## src/rtl/sflash_pkg.sv

```systemverilog
package sflash_pkg;

    typedef enum logic [2:0] {
        LN1 = 3'd1,
        LN2 = 3'd2,
        LN4 = 3'd4
    } lanes_t;

    typedef enum logic [1:0] {
        DIR_NONE = 2'd0,
        DIR_IN   = 2'd1,
        DIR_OUT  = 2'd2
    } dir_t;

    typedef enum logic [2:0] {
        PH_OPC  = 3'd0,
        PH_ADR  = 3'd1,
        PH_WR   = 3'd2,
        PH_RD   = 3'd3,
        PH_SKIP = 3'd4
    } phase_t;

    typedef struct packed {
        logic   has_addr;
        lanes_t addr_ln;
        dir_t   dir;
        lanes_t data_ln;
    } opinfo_t;

    function automatic opinfo_t decode_op(input logic [7:0] op);
        opinfo_t r;
        case (op)
            8'h03:   r = '{1'b1, LN1, DIR_OUT,  LN1};
            8'hBB:   r = '{1'b1, LN2, DIR_OUT,  LN2};
            8'hEB:   r = '{1'b1, LN4, DIR_OUT,  LN4};
            8'h02:   r = '{1'b1, LN1, DIR_IN,   LN1};
            8'h32:   r = '{1'b1, LN1, DIR_IN,   LN4};
            8'h05:   r = '{1'b0, LN1, DIR_OUT,  LN1};
            8'h01:   r = '{1'b0, LN1, DIR_IN,   LN1};
            default: r = '{1'b0, LN1, DIR_NONE, LN1};
        endcase
        return r;
    endfunction

    function automatic logic uses_quad(input opinfo_t i);
        return (i.has_addr && i.addr_ln == LN4) ||
               (i.dir != DIR_NONE && i.data_ln == LN4);
    endfunction

    function automatic phase_t data_phase(input opinfo_t i);
        case (i.dir)
            DIR_OUT: return PH_RD;
            DIR_IN:  return PH_WR;
            default: return PH_SKIP;
        endcase
    endfunction

    function automatic logic [3:0] drive_mask(input lanes_t l);
        case (l)
            LN2:     return 4'b0011;
            LN4:     return 4'b1111;
            default: return 4'b0010;
        endcase
    endfunction

endpackage

```

## src/rtl/sflash_sync.sv

```systemverilog
module sflash_sync #(
    parameter int W      = 1,
    parameter int STAGES = 2
) (
    input  logic         clk,
    input  logic         rst,
    input  logic [W-1:0] d,
    output logic [W-1:0] q
);
    logic [W-1:0] st [STAGES];

    always_ff @(posedge clk) begin
        if (rst) st[0] <= '0;
        else     st[0] <= d;
    end

    for (genvar i = 1; i < STAGES; i++) begin : g_stage
        always_ff @(posedge clk) begin
            if (rst) st[i] <= '0;
            else     st[i] <= st[i-1];
        end
    end

    assign q = st[STAGES-1];
endmodule

```

## src/rtl/sflash_rx.sv

```systemverilog
module sflash_rx
    import sflash_pkg::*;
#(
    parameter int BYTE_W = 8
) (
    input  logic              clk,
    input  logic              rst,
    input  logic              clear,
    input  logic              shift,
    input  lanes_t            lanes,
    input  logic [3:0]        din,
    output logic              done,
    output logic [BYTE_W-1:0] byte_nxt
);
    localparam int CW = $clog2(BYTE_W) + 1;

    logic [BYTE_W-1:0] sh;
    logic [CW-1:0]     cnt;
    logic [CW-1:0]     cnt_nxt;

    always_comb begin
        case (lanes)
            LN2:     byte_nxt = {sh[BYTE_W-3:0], din[1:0]};
            LN4:     byte_nxt = {sh[BYTE_W-5:0], din[3:0]};
            default: byte_nxt = {sh[BYTE_W-2:0], din[0]};
        endcase
        cnt_nxt = cnt + CW'(lanes);
    end

    assign done = shift && (cnt_nxt == CW'(BYTE_W));

    always_ff @(posedge clk) begin
        if (rst || clear) begin
            cnt <= '0;
            if (rst) sh <= '0;
        end else if (shift) begin
            sh  <= byte_nxt;
            cnt <= done ? '0 : cnt_nxt;
        end
    end
endmodule

```

## src/rtl/sflash_tx.sv

```systemverilog
module sflash_tx
    import sflash_pkg::*;
(
    input  logic       clk,
    input  logic       rst,
    input  logic       en,
    input  logic       fall,
    input  lanes_t     lanes,
    input  logic [7:0] rd_data,
    output logic [3:0] dq_out,
    output logic [3:0] dq_oe,
    output logic       rd_take
);
    logic [7:0] osh;
    logic [3:0] orem;
    logic       loaded;

    assign rd_take = en && fall && (orem == 4'd0);

    always_ff @(posedge clk) begin
        if (rst) begin
            osh    <= '0;
            orem   <= '0;
            loaded <= 1'b0;
        end else if (!en) begin
            orem   <= '0;
            loaded <= 1'b0;
        end else if (fall) begin
            if (orem == 4'd0) begin
                osh    <= rd_data;
                orem   <= 4'd8 - 4'(lanes);
                loaded <= 1'b1;
            end else begin
                osh  <= osh << lanes;
                orem <= orem - 4'(lanes);
            end
        end
    end

    always_comb begin
        case (lanes)
            LN2:     dq_out = {2'b00, osh[7:6]};
            LN4:     dq_out = osh[7:4];
            default: dq_out = {2'b00, osh[7], 1'b0};
        endcase
        dq_oe = (en && loaded) ? drive_mask(lanes) : 4'b0000;
    end
endmodule

```

## src/rtl/sflash_frontend.sv

```systemverilog
module sflash_frontend
    import sflash_pkg::*;
#(
    parameter int ADDR_BYTES  = 3,
    parameter int SYNC_STAGES = 2,
    localparam int ADDR_W     = 8 * ADDR_BYTES,
    localparam int ABW        = (ADDR_BYTES > 1) ? $clog2(ADDR_BYTES) : 1
) (
    input  logic              clk,
    input  logic              rst,
    input  logic              cs_n_pin,
    input  logic              sck_pin,
    input  logic [3:0]        dq_in,
    output logic [3:0]        dq_out,
    output logic [3:0]        dq_oe,
    output logic              cmd_valid,
    output logic [7:0]        cmd_op,
    output logic              addr_valid,
    output logic [ADDR_W-1:0] addr,
    output logic              wdata_valid,
    output logic [7:0]        wdata,
    output logic              rd_take,
    input  logic [7:0]        rd_data,
    output logic              wr_protect
);
    logic [5:0] syn;
    logic       cs_q, sck_q, cs_d, sck_d;
    logic [3:0] dq_q;

    sflash_sync #(.W(6), .STAGES(SYNC_STAGES)) u_sync (
        .clk (clk),
        .rst (rst),
        .d   ({cs_n_pin, sck_pin, dq_in}),
        .q   (syn)
    );

    assign cs_q  = syn[5];
    assign sck_q = syn[4];
    assign dq_q  = syn[3:0];

    always_ff @(posedge clk) begin
        if (rst) begin
            cs_d  <= 1'b0;
            sck_d <= 1'b0;
        end else begin
            cs_d  <= cs_q;
            sck_d <= sck_q;
        end
    end

    logic sck_rise, sck_fall, cs_fall;
    assign sck_rise = sck_q & ~sck_d;
    assign sck_fall = ~sck_q & sck_d;
    assign cs_fall  = cs_d & ~cs_q;

    logic sel_ok, active;
    always_ff @(posedge clk) begin
        if (rst || cs_q) sel_ok <= 1'b0;
        else if (cs_fall) sel_ok <= 1'b1;
    end
    assign active = sel_ok & ~cs_q;

    phase_t            phase;
    opinfo_t           info;
    logic              quad_q;
    logic [ABW-1:0]    abyte;
    logic [ADDR_W-1:0] addr_sh, addr_nxt;
    lanes_t            rx_lanes;
    logic              rx_shift, rx_done;
    logic [7:0]        rx_byte;
    opinfo_t           dec;

    always_comb begin
        case (phase)
            PH_ADR:  rx_lanes = info.addr_ln;
            PH_WR:   rx_lanes = info.data_ln;
            default: rx_lanes = LN1;
        endcase
    end

    assign rx_shift = sck_rise && active &&
                      (phase == PH_OPC || phase == PH_ADR || phase == PH_WR);

    sflash_rx #(.BYTE_W(8)) u_rx (
        .clk      (clk),
        .rst      (rst),
        .clear    (~active),
        .shift    (rx_shift),
        .lanes    (rx_lanes),
        .din      (dq_q),
        .done     (rx_done),
        .byte_nxt (rx_byte)
    );

    assign dec      = decode_op(rx_byte);
    assign addr_nxt = (ADDR_W > 8) ? {addr_sh[ADDR_W-9:0], rx_byte} : ADDR_W'(rx_byte);

    always_ff @(posedge clk) begin
        cmd_valid   <= 1'b0;
        addr_valid  <= 1'b0;
        wdata_valid <= 1'b0;
        if (rst) begin
            phase   <= PH_OPC;
            info    <= '{1'b0, LN1, DIR_NONE, LN1};
            quad_q  <= 1'b0;
            abyte   <= '0;
            addr_sh <= '0;
            addr    <= '0;
            cmd_op  <= '0;
            wdata   <= '0;
        end else if (!active) begin
            phase  <= PH_OPC;
            quad_q <= 1'b0;
            abyte  <= '0;
        end else if (rx_done) begin
            case (phase)
                PH_OPC: begin
                    cmd_op    <= rx_byte;
                    cmd_valid <= 1'b1;
                    info      <= dec;
                    quad_q    <= uses_quad(dec);
                    abyte     <= '0;
                    phase     <= dec.has_addr ? PH_ADR : data_phase(dec);
                end
                PH_ADR: begin
                    addr_sh <= addr_nxt;
                    if (abyte == ABW'(ADDR_BYTES - 1)) begin
                        addr       <= addr_nxt;
                        addr_valid <= 1'b1;
                        phase      <= data_phase(info);
                    end else begin
                        abyte <= abyte + 1'b1;
                    end
                end
                PH_WR: begin
                    wdata       <= rx_byte;
                    wdata_valid <= 1'b1;
                end
                default: ;
            endcase
        end
    end

    sflash_tx u_tx (
        .clk     (clk),
        .rst     (rst),
        .en      (active && phase == PH_RD),
        .fall    (sck_fall),
        .lanes   (info.data_ln),
        .rd_data (rd_data),
        .dq_out  (dq_out),
        .dq_oe   (dq_oe),
        .rd_take (rd_take)
    );

    assign wr_protect = ~dq_q[2] & ~quad_q;
endmodule

```

## config.mk

```make
export PLATFORM = sky130hd
export DESIGN_NAME = sflash_frontend
export DESIGN_NICKNAME = d
export VERILOG_FILES = /design/src/rtl/sflash_pkg.sv /design/src/rtl/sflash_sync.sv /design/src/rtl/sflash_rx.sv /design/src/rtl/sflash_tx.sv /design/src/rtl/sflash_frontend.sv
export SDC_FILE = /design/constraint.sdc
export NUM_CORES = 1
export LEC_CHECK = 0
export BUFFER_PORTS_ARGS = -buffer_cell sky130_fd_sc_hd__buf_2
export CORE_AREA = 8 8 118 120
export CTS_CLUSTER_SIZE = 30
export DETAILED_ROUTE_END_ITERATION = 8
export DIE_AREA = 0 0 126 128
export MAX_ROUTING_LAYER = met4
export PLACE_DENSITY_LB_ADDON = 0.12
export RECOVER_POWER = 100
export SLEW_MARGIN = 20
export SYNTH_ARGS = -nofsm -noshare
export SYNTH_HDL_FRONTEND = slang
export SYNTH_SLANG_ARGS = --single-unit
```

## constraint.sdc

```tcl
create_clock -name clk -period 4.1 [get_ports clk]
set_input_delay 0.82 -clock clk [delete_from_list [all_inputs] [get_ports clk]]
set_output_delay 0.82 -clock clk [all_outputs]
set_load 0.05 [all_outputs]
```

==> metrics.log <==
[metrics] outcome: finished with violations
[metrics] violations in the final reports: capacitance limit, slew limit
[metrics] CTS tree: yes
[metrics] Util after Layout: 48.1%
[metrics] number of remaining DRC errors: 0
[metrics] worst setup path category: reg2reg
[metrics] fraction of the cycle the final worst path needs: between 90 and 100%
[metrics] core footprint: 0.0122 mm²
[metrics] Unique masters post-synth: 73
[metrics] number of pins exceeding their max-slew limit in the final report: 81
[metrics] Worst Reg-to-Reg Cells: 9
[metrics] Starting Density: 43.3%
[metrics] via count: 4458
[metrics] number of antenna-violating nets in the routed design: 0
[metrics] FP Rows: 41
[metrics] cell types occupying the most area after synthesis: dfxtp_1, nand2_1, a21oi_1
[metrics] time the final worst path needs with I/O delays and setup: 3.73 ns
[metrics] count of buffers from port buffering: slightly below 70
[metrics] depth of the CTS H-tree: 3
[metrics] number of register bits inferred by synthesis: 111
[metrics] first-pass GRT wire length: between 20000 and 25000 µm
[metrics] antenna violations before repair: 0
[metrics] Yosys warning count: 0
[metrics] minimum setup slack among reg-to-reg paths: 0.37 ns
[metrics] reg-to-reg startpoint: phase[0]$_SDFFE_PP0P_
[metrics] peak fanout along the critical path: 15
[metrics] finished layout cell area: 0.00587 mm²
[metrics] cell taking the most area after synthesis: dfxtp_1
[metrics] cell area reported after detailed placement: 0.00570 mm²
[metrics] part of the power in combinational logic: under 10%
[metrics] Routed wire per std cell: 16.4 µm
[metrics] WL final: about 13000 µm
[metrics] clock input transition at the sequential cells of the worst setup and hold paths: 0.07 ns
[metrics] internal power consumption: 1.55 mW
[metrics] Post-Route Hold Slack: 0.433 ns
[metrics] I/O pins: just under 70
[metrics] leakage component of the power: 2.02 nW
[metrics] startpoint of the worst hold path: cs_d$_SDFF_PP0_
[metrics] syn nets: between 600 and 700
[metrics] WP data arrival: 4.02 ns
[metrics] Syn-to-layout area delta: 11.1%
[metrics] relative max-transition margin: -9.31%
[metrics] number of buffers added by the clock tree synthesis step: 9
[metrics] detailed-router iteration count before antenna repair: 4
[metrics] master cell of the clock root buffer: clkbuf_16
[metrics] Clk pwr share: 41.5%
[metrics] final count of hold timing violations: 0
[metrics] cells resized by post-CTS repair: 0
[metrics] Post-Syn Area per Cell: 8.53 µm²
[metrics] Post-Syn Area: 0.00529 mm²
[metrics] RR Endpoint: phase[2]$_SDFFE_PP0P_
[metrics] Max Clock Skew: 0.0113 ns
[metrics] endpoint class of the critical path: flop
[metrics] fraction of layout cells with a size suffix above 1: 10.1%
[metrics] flip-flop cell with the highest count after synthesis: dfxtp_1
[metrics] Peak Freq: ~0.27 GHz
[metrics] number of buffers between clock root and the deepest sink: 2
[metrics] RSZ-0062 raised after global routing: no
[metrics] ys async rst share: 0%
[metrics] number of setup buffers added after CTS: 0
[metrics] vertical die dimension: 128 µm
[metrics] routability congestion estimate: 0.866
[metrics] detailed-route vias per instance: 5.43
[metrics] share of the synthesized area in the top cell type: between 30% and 40%
[metrics] hold-critical path depth: 1
[metrics] endpoint of the worst hold path: sel_ok$_SDFFE_PP0P_
[metrics] setup tns final: 0 ns
[metrics] Post-synth top cells: nand2_1, dfxtp_1, nor2_1
[metrics] total grt overflow: 0
[metrics] ANT cells: 0
[metrics] # nets final: 696
[metrics] pin count of the biggest net entering global routing: 81
[metrics] Overall Global Routing Usage: 17.6%
[metrics] DP Wirelength: 9590 µm
[metrics] switching power: 447 µW
[metrics] number of clock sinks: 111
[metrics] data required time of the worst path: 4.38 ns
[metrics] number of global-route vias before repair: 4393
[metrics] timing startpoint of the critical path: phase[0]$_SDFFE_PP0P_
[metrics] clock latency reported for the late side of the worst-skew pair: 0.35 ns
[metrics] Worst VDD drop: 0.238 mV
[metrics] path type of the worst min-delay path: reg2reg
[metrics] Switching Fraction: 22.4%
[metrics] number of failing setup endpoints in the final timing report: 0
[metrics] horizontal die dimension: 126 µm
[metrics] max-cap check violation count: 1
[metrics] area of the die: 0.0161 mm²
[metrics] cell area power density: around 340 mW/mm²
[metrics] Critical Path Source Type: flop
[metrics] Initial DRC Count: 370
[metrics] Seq/Total Area, Yosys: 43.4%
[metrics] library cell with the highest instance count after synthesis: nand2_1
[metrics] register share of total power: about 55%
[metrics] Cells after Synth: 620
[metrics] number of flops mapped to enable cells by yosys: 7
[metrics] Hold-fix buffers, CTS: 0
[metrics] worst-margin pin slew: ~1.6 ns
[routing by layer]
layer	GRT usage, %	share of wire [%]
met5	-	0
met4	5.73	1.3
met1	21.8	48
met2	27.5	47
met3	4.53	4.2
[worst max-delay path by stage]
stage	endpoint	depth (start not counted)
4_1_cts	phase[2]$_SDFFE_PP0P_	9
2_1_floorplan	dq_oe[3]	6
6_report	phase[2]$_SDFFE_PP0P_	9
5_1_grt	phase[2]$_SDFFE_PP0P_	11
3_5_place_dp	phase[2]$_SDFFE_PP0P_	9
3_3_place_gp	phase[1]$_SDFFE_PP0P_	9
[critical path, cell delays in order, from the launching register on]
cell and delay [ns]:
dfxtp_1 0.65, or4b_4 0.56, o22ai_4 0.35, mux2i_1 0.76, nor2b_1 0.21, a22oi_1 0.13
ha_1 0.37, a2111oi_2 0.36, o21ai_0 0.12, a21oi_1 0.14
[cell type report]
| cell class | instances | area, µm² |
|---|---|---|
| fillers | 1283 | 6330 |
| multi-input cells | 451 | 2720 |
| flip-flops and latches | 111 | 2290 |
| repair buffers | 79 | 340 |
| clock buffers | 11 | 243 |
| well taps | 150 | 188 |
| inverters | 16 | 60.1 |
| clock inverters | 3 | 28.8 |
[cells by family after synthesis]
logic type,count (synthesis),synth area share (%)
simple gates,270,25.2
compound gates,142,18.3
flops,111,43.4
buf+inv,58,5.02
mux,19,3.71
fa+ha+maj,12,3.12
xor+xnor,8,1.33
[power groups by stage]
| stage | logic (mW) | registers (mW) | clock network, mW |
|---|---|---|---|
| finish | 0.0629 | 1.10 | 0.827 |
| global placement | 0.0634 | 1.13 | 0 |
| detailed placement | 0.0643 | 1.13 | 0 |
| global route | 0.0693 | 1.11 | 0.897 |
| CTS | 0.0647 | 1.10 | 0.851 |
| floorplan | 0.0451 | 1.13 | 0 |
[metrics by stage]
stage / cells / total power [mW] / setup slack [ns]
floorplan: 620 / 1.17 / 0.820
global placement: 807 / 1.19 / 0.470
finish: 821 / 1.99 / 0.367
CTS: 821 / 2.02 / 0.372
detailed placement: 807 / 1.19 / 0.395
global route: 821 / 2.07 / 0.0251
[placed cells by master, fill, tap and decap left out, types with 3 or more instances in the layout]
cell type / netlist / layout
nand2_1: 107 / 107
nor3_2: 4 / 5
a22oi_1: 3 / 3
o41ai_1: 2 / 3
a211oi_1: 14 / 14
mux2_2: 5 / 5
clkbuf_2: 0 / 3
a21o_1: 4 / 4
nand2b_1: 3 / 3
a221oi_1: 3 / 3
o21ai_0: 16 / 16
and3_1: 3 / 3
clkbuf_1: 27 / 57
inv_1: 15 / 15
buf_4: 4 / 6
buf_2: 8 / 14
mux2i_1: 14 / 14
clkbuf_16: 0 / 9
nand3b_1: 3 / 3
nor3b_1: 3 / 4
o32ai_2: 3 / 3
o211ai_1: 3 / 3
nor2_1: 67 / 67
nand3_1: 5 / 5
and2_1: 9 / 8
or3_1: 4 / 4
ha_1: 10 / 10
edfxtp_1: 7 / 7
nor3_1: 18 / 17
nor2b_1: 21 / 21
xnor2_1: 6 / 6
dfxtp_1: 104 / 104
a21oi_1: 64 / 64
[state kept, by name (all words and copies together) (netlist names), 2 cells and up]
register and count:
u_tx.orem 4, u_rx.sh 7, phase 3, u_tx.osh 8
abyte 2, cmd_op 8, u_sync.st 12, wdata 8
addr_sh 16, u_rx.cnt 4, info 7, addr 24
No activity file was read; power rests on OpenSTA's default activity.
